## src/rtl/psw_pkg.sv

```systemverilog
package psw_pkg;
  localparam int unsigned IA_W    = 64;
  localparam int unsigned PSW_W   = 64 + IA_W;
  localparam int unsigned SHORT_W = 64;
  localparam int unsigned CC_W    = 2;
  localparam int unsigned MASK_W  = 1 << CC_W;

  // field positions (bit 0 = msb)
  localparam int unsigned FMT_BIT = 12;
  localparam int unsigned EA_BIT  = 31;
  localparam int unsigned BA_BIT  = 32;
  localparam int unsigned CC_HI   = 18;
  localparam int unsigned CC_LO   = 19;
  localparam int unsigned IA_HI   = PSW_W - IA_W;

  typedef logic [0:PSW_W-1] psw_t;

  typedef enum logic [1:0] {
    MODE_24  = 2'b00,
    MODE_31  = 2'b01,
    MODE_64  = 2'b10,
    MODE_BAD = 2'b11
  } amode_e;
endpackage

```

## src/rtl/psw_load_fmt.sv

```systemverilog
module psw_load_fmt
  import psw_pkg::*;
(
  input  logic  is_long_i,
  input  psw_t  image_i,
  output logic  ok_o,
  output psw_t  word_o
);
  localparam int unsigned SIA_W = SHORT_W - BA_BIT - 1;

  logic zero_bits_ok;
  logic hole_ok;
  logic marker_ok;
  logic mode_ok;

  always_comb begin
    zero_bits_ok = !image_i[0] && (image_i[2:4] == '0) && (image_i[25:30] == '0);
    hole_ok      = !is_long_i || (image_i[BA_BIT+1:SHORT_W-1] == '0);
    marker_ok    = image_i[FMT_BIT] == !is_long_i;
    mode_ok      = !(image_i[EA_BIT] && image_i[BA_BIT]);
    ok_o         = zero_bits_ok && hole_ok && marker_ok && mode_ok;
  end

  always_comb begin
    if (is_long_i) begin
      word_o = image_i;
    end else begin
      word_o = '0;
      word_o[0:BA_BIT] = image_i[0:BA_BIT];
      word_o[FMT_BIT]  = 1'b0;
      word_o[PSW_W-SIA_W:PSW_W-1] = image_i[BA_BIT+1:SHORT_W-1];
    end
  end
endmodule

```

## src/rtl/psw_ia_mask.sv

```systemverilog
module psw_ia_mask
  import psw_pkg::*;
(
  input  amode_e          mode_i,
  input  logic [IA_W-1:0] ia_i,
  output logic [IA_W-1:0] ia_o
);
  localparam int unsigned W24 = 24;
  localparam int unsigned W31 = 31;

  logic [IA_W-1:0] keep;

  always_comb begin
    unique case (mode_i)
      MODE_24: keep = {{(IA_W-W24){1'b0}}, {W24{1'b1}}};
      MODE_31: keep = {{(IA_W-W31){1'b0}}, {W31{1'b1}}};
      default: keep = '1;
    endcase
    ia_o = ia_i & keep;
  end
endmodule

```

## src/rtl/psw_branch.sv

```systemverilog
module psw_branch
  import psw_pkg::*;
(
  input  logic [CC_W-1:0]   cc_i,
  input  logic [MASK_W-1:0] mask_i,
  output logic              taken_o
);
  logic [MASK_W-1:0] sel;

  // code 0 maps to the mask msb
  for (genvar g = 0; g < MASK_W; g++) begin : g_sel
    assign sel[MASK_W-1-g] = (cc_i == CC_W'(g));
  end

  assign taken_o = |(sel & mask_i);
endmodule

```

## src/rtl/psw_unit.sv

```systemverilog
module psw_unit
  import psw_pkg::*;
(
  input  logic              clk_i,
  input  logic              rst_ni,
  input  logic              load_i,
  input  logic              load_long_i,
  input  logic [0:PSW_W-1]  load_data_i,
  input  logic              cc_we_i,
  input  logic [CC_W-1:0]   cc_i,
  input  logic              ia_we_i,
  input  logic [IA_W-1:0]   ia_i,
  input  logic [MASK_W-1:0] br_mask_i,
  output logic [0:PSW_W-1]  psw_o,
  output logic              br_taken_o,
  output logic              fmt_err_o
);
  psw_t            psw_q;
  psw_t            load_word;
  logic            load_ok;
  logic            fmt_err_q;
  logic [IA_W-1:0] load_ia_m;
  logic [IA_W-1:0] upd_ia_m;
  amode_e          load_mode;
  amode_e          cur_mode;

  psw_load_fmt u_fmt (
    .is_long_i (load_long_i),
    .image_i   (load_data_i),
    .ok_o      (load_ok),
    .word_o    (load_word)
  );

  assign load_mode = amode_e'({load_word[EA_BIT], load_word[BA_BIT]});
  assign cur_mode  = amode_e'({psw_q[EA_BIT], psw_q[BA_BIT]});

  psw_ia_mask u_mask_load (
    .mode_i (load_mode),
    .ia_i   (load_word[IA_HI:PSW_W-1]),
    .ia_o   (load_ia_m)
  );

  psw_ia_mask u_mask_upd (
    .mode_i (cur_mode),
    .ia_i   (ia_i),
    .ia_o   (upd_ia_m)
  );

  psw_branch u_br (
    .cc_i    (psw_q[CC_HI:CC_LO]),
    .mask_i  (br_mask_i),
    .taken_o (br_taken_o)
  );

  always_ff @(posedge clk_i or negedge rst_ni) begin
    if (!rst_ni) begin
      psw_q     <= '0;
      fmt_err_q <= 1'b0;
    end else begin
      fmt_err_q <= load_i && !load_ok;
      if (load_i) begin
        if (load_ok) psw_q <= {load_word[0:IA_HI-1], load_ia_m};
      end else begin
        if (cc_we_i) psw_q[CC_HI:CC_LO] <= cc_i;
        if (ia_we_i) psw_q[IA_HI:PSW_W-1] <= upd_ia_m;
      end
    end
  end

  assign psw_o     = psw_q;
  assign fmt_err_o = fmt_err_q;

  assert_err_holds_R4: assert property (@(posedge clk_i) disable iff (!rst_ni)
    fmt_err_o |-> psw_q == $past(psw_q));
  assert_err_after_load_R4: assert property (@(posedge clk_i) disable iff (!rst_ni)
    fmt_err_o |-> $past(load_i));
  assert_no_bad_mode_R5: assert property (@(posedge clk_i) disable iff (!rst_ni)
    !(psw_q[EA_BIT] && psw_q[BA_BIT]));
  assert_ia24_masked_R5: assert property (@(posedge clk_i) disable iff (!rst_ni)
    (!psw_q[EA_BIT] && !psw_q[BA_BIT]) |-> psw_q[IA_HI:PSW_W-25] == '0);
  assert_marker_clear_R3: assert property (@(posedge clk_i) disable iff (!rst_ni)
    !psw_q[FMT_BIT]);
  assert_cc_write_R6: assert property (@(posedge clk_i) disable iff (!rst_ni)
    (cc_we_i && !load_i) |=> psw_q[CC_HI:CC_LO] == $past(cc_i));
  assert_load_wins_R8: assert property (@(posedge clk_i) disable iff (!rst_ni)
    (load_i && !load_ok) |=> $stable(psw_q));
  assert_branch_all_R9: assert property (@(posedge clk_i) disable iff (!rst_ni)
    (br_mask_i == '1) |-> br_taken_o);
  assert_branch_none_R9: assert property (@(posedge clk_i) disable iff (!rst_ni)
    (br_mask_i == '0) |-> !br_taken_o);
endmodule

```

## config.mk

```make
export PLATFORM = sky130hd
export DESIGN_NAME = psw_unit
export DESIGN_NICKNAME = d
export VERILOG_FILES = /design/src/rtl/psw_pkg.sv /design/src/rtl/psw_load_fmt.sv /design/src/rtl/psw_ia_mask.sv /design/src/rtl/psw_branch.sv /design/src/rtl/psw_unit.sv
export SDC_FILE = /design/constraint.sdc
export NUM_CORES = 1
export LEC_CHECK = 0
export ABC_AREA = 1
export BUFFER_PORTS_ARGS = -buffer_cell sky130_fd_sc_hd__buf_2
export CAP_MARGIN = 30
export CORE_ASPECT_RATIO = 2
export CORE_MARGIN = 3
export CORE_UTILIZATION = 40
export DETAILED_ROUTE_END_ITERATION = 7
export MAX_ROUTING_LAYER = met4
export PLACE_DENSITY = 0.8
export SLEW_MARGIN = 40
export SYNTH_ARGS = -nofsm -noshare
export SYNTH_HDL_FRONTEND = slang
export SYNTH_SLANG_ARGS = --single-unit
```

## constraint.sdc

```tcl
create_clock -name clk_i -period 2.07 [get_ports clk_i]
set_input_delay 0.1035 -clock clk_i [delete_from_list [all_inputs] [get_ports clk_i]]
set_output_delay 0.1035 -clock clk_i [all_outputs]
set_load 0.05 [all_outputs]
```

==> impl_metrics.json <==
{
  "syn-cell-area_sq_um": 6590,
  "nNetsFinal": 1476,
  "setup_viol": 0,
  "clk-insertion-delay-late_ns": 0.41,
  "drt_iter0_drc": 253,
  "avgViaCountPerCell": 4.90,
  "drt-total-wl_mm": 23.2,
  "p_leak_nw": 6.08,
  "first_pass_iters": 4,
  "cpMostUsedCell": "nand2_1",
  "cts_buffers": 17,
  "critPathArrivalTime_ns": 2.19,
  "ys_ff_latch": 129,
  "fmax_mhz": 543,
  "worst_path_max_delay_cell": "dlygate4sd3_1",
  "end_kind": "flop",
  "routedWlPerCell_um": 15.6,
  "cts_sinks": 129,
  "drcViolationCount": 0,
  "async_flop_share_pct": 100,
  "tightest_slew_ns": 0.641,
  "route.vias.total": 7284,
  "syn_nets": 1098,
  "yosys-top-cells-area": "dfrtp_1, nand2_1, nand4_1",
  "synth_cells": 893,
  "synth_edf_count": 0,
  "htree_levels": 4,
  "drive_gt1_share_pct": 32.5,
  "finalWeightedCongestion": 0.922,
  "worstPathMaxFanout": 10,
  "cap_violations": 0,
  "coreArea_sq_um": 15900,
  "regToRegSetupSlack_ns": 0.79,
  "yosys_most_used_dff": "dfrtp_1",
  "grt_usage_pct": 26.2,
  "min_period_over_period_pct": 89.0,
  "path_class": "primary input to flop",
  "maxSlewHeadroom_pct": 57.2,
  "slew_viol_final": 0,
  "port_buffers": 333,
  "drtAntennaViolNets": 0,
  "clk_path_buf_depth": 2,
  "finalCriticalPeriod_ns": 1.84,
  "crit_chain": "buf_2, ha_1, nor3b_1, nand2_1, nor2_2, nand3_2, inv_2, buf_4, nand2_1, nand3_1, dlygate4sd3_1",
  "hold_viol_final": 0,
  "place_ws_ns": 0.193,
  "clockRootBuffer": "clkbuf_16",
  "io_pins": 334,
  "finalNonFillerCells": 1486,
  "seq_area_frac_synth_pct": 49.0,
  "irDropWorstVdd_mv": 0.483,
  "max_stage_delay_ns": 0.55,
  "row_count": 65,
  "required_ns": 2.41,
  "fin_skew_ns": 0.00910,
  "timing.final.ws_setup_ns": 0.227,
  "yosysTopAreaCell": "dfrtp_1",
  "clk_pin_slew_worst_paths_ns": 0.06,
  "grt_pass1_vias": 7432,
  "rsz0062_at_grt": "no",
  "die_area_sq_um": 18100,
  "status": "finished clean",
  "die_w_um": 96.8,
  "synth_warnings": 0,
  "dp.cells": 1391,
  "syn_area_per_cell_sq_um": 7.38,
  "syn2layout_area_growth_pct": 47.1,
  "hold_class": "primary input to flop",
  "setup_tns_ns": 0,
  "dieHeight_um": 188,
  "grt-ovfl-total": 0,
  "synth_top_area_share_pct": 49.0,
  "antenna_found_initial": 1,
  "grt_first_pass_wirelength_mm": 37.2,
  "dpl.hpwl_mm": 16.3,
  "cts_setup_buffers": 0,
  "grt_start_max_net_pins": 70,
  "start_kind": "primary input",
  "p_per_area_nw_per_um2": 730,
  "yosysUniqueCellTypes": 23,
  "cts_tree": "yes",
  "start_util_pct": 41.3
}
==> worst max-delay path: cells and delay by family <==
family / cells / cell delay (ns)
adder cells (fa/ha/maj): 1 / 0.27
AND/OR/NAND/NOR: 6 / 0.79
buffers and inverters: 4 / 1.01
==> cell type report <==
cell class,instances,area [sq um]
multi-input combinational,628,2830
inverter,82,308
fill,1394,6250
tap,201,251
timing repair buffer,413,2500
antenna,1,2.50
clock buffer,17,425
clock inverter,15,143
sequential,129,3230
==> path summary, 6_finish.rpt <==
kind	cells past startpoint	startpoint	endpoint
worst max-delay path	11	load_long_i	psw_o[19]
worst min-delay path	5	ia_i[38]	psw_o[89]
worst max register to register	3	psw_o[19]	psw_o[19]
worst min register to register	2	psw_o[35]	psw_o[35]
max in group asynchronous	3	rst_ni	psw_o[32]
min in group asynchronous	2	rst_ni	psw_o[15]
==> cell usage in the layout (no fill, tap or decap), types with 2 or more instances in the layout <==
master	synthesis	layout
nor2_2	0	2
nand3_1	12	11
inv_1	82	80
inv_6	0	5
buf_12	0	6
buf_2	24	332
o21ai_0	2	2
inv_2	0	2
nand2_1	437	436
clkbuf_16	0	17
a21oi_1	2	2
inv_8	0	4
dlygate4sd3_1	0	62
dfrtp_1	129	129
buf_4	4	12
nand4_1	64	64
clkinvlp_4	0	2
clkinv_4	0	2
mux2_2	24	24
nor2_1	72	70
mux2i_1	6	6
==> kinds of logic (layout without fill, tap and decap cells) <==
kind of cell,count (synthesis),in the layout,share of synthesized area (%)
muxes,30,30,5.01
other,0,1,0
AOI/OAI and AO/OA,8,8,0.931
buffers and inverters,136,527,8.43
DFF,129,129,49.0
and+or+nand+nor,589,589,36.4
adders and majority gates,1,1,0.190
==> routing by layer <==
metal  vias up  global-route usage, %  routed length (um)
li1       3521                      -                   -
met1      3320                   30.2                8740
met2       353                   43.3               11800
met3        90                   4.10                1430
met4         0                   14.5                1300
met5         -                      -                   0
==> synth_stat cells, types with 2 or more instances <==
master	count
a21oi_1	2
buf_1	5
buf_2	24
buf_4	4
clkbuf_1	21
dfrtp_1	129
inv_1	82
mux2_2	24
mux2i_1	6
nand2_1	437
nand3_1	12
nand4_1	64
nor2_1	72
o21ai_0	2
==> where the power goes <==
part	internal [mW]	switching [mW]
clock network	1.59	1.26
logic	0.484	1.00
registers	2.65	0.0799
total	4.73	2.35
==> per-stage QoR <==
step,hold WS (ns),power (mW),util [%],instance area [sq um]
after floorplan,-0.192,3.62,-,6590
after CTS,0.00109,7.13,60.8,9690
after global routing,0.0178,7.39,60.8,9690
after detailed placement,0.0640,4.16,53.3,8500
final,0.00148,7.08,60.8,9690
after global placement,0.0630,4.14,53.3,8500
==> flip-flops by register name, indices dropped and copies added (netlist names) <==
name       count
psw_o        128
fmt_err_o      1
==> repair_timing <==
item	4_1_cts	5_1_grt
hold buffers	62	0
endpoints found under the setup margin	0	1
endpoints found under the hold margin	109	0
gates resized for setup	0	2
Power figures use the tool's default switching activity.
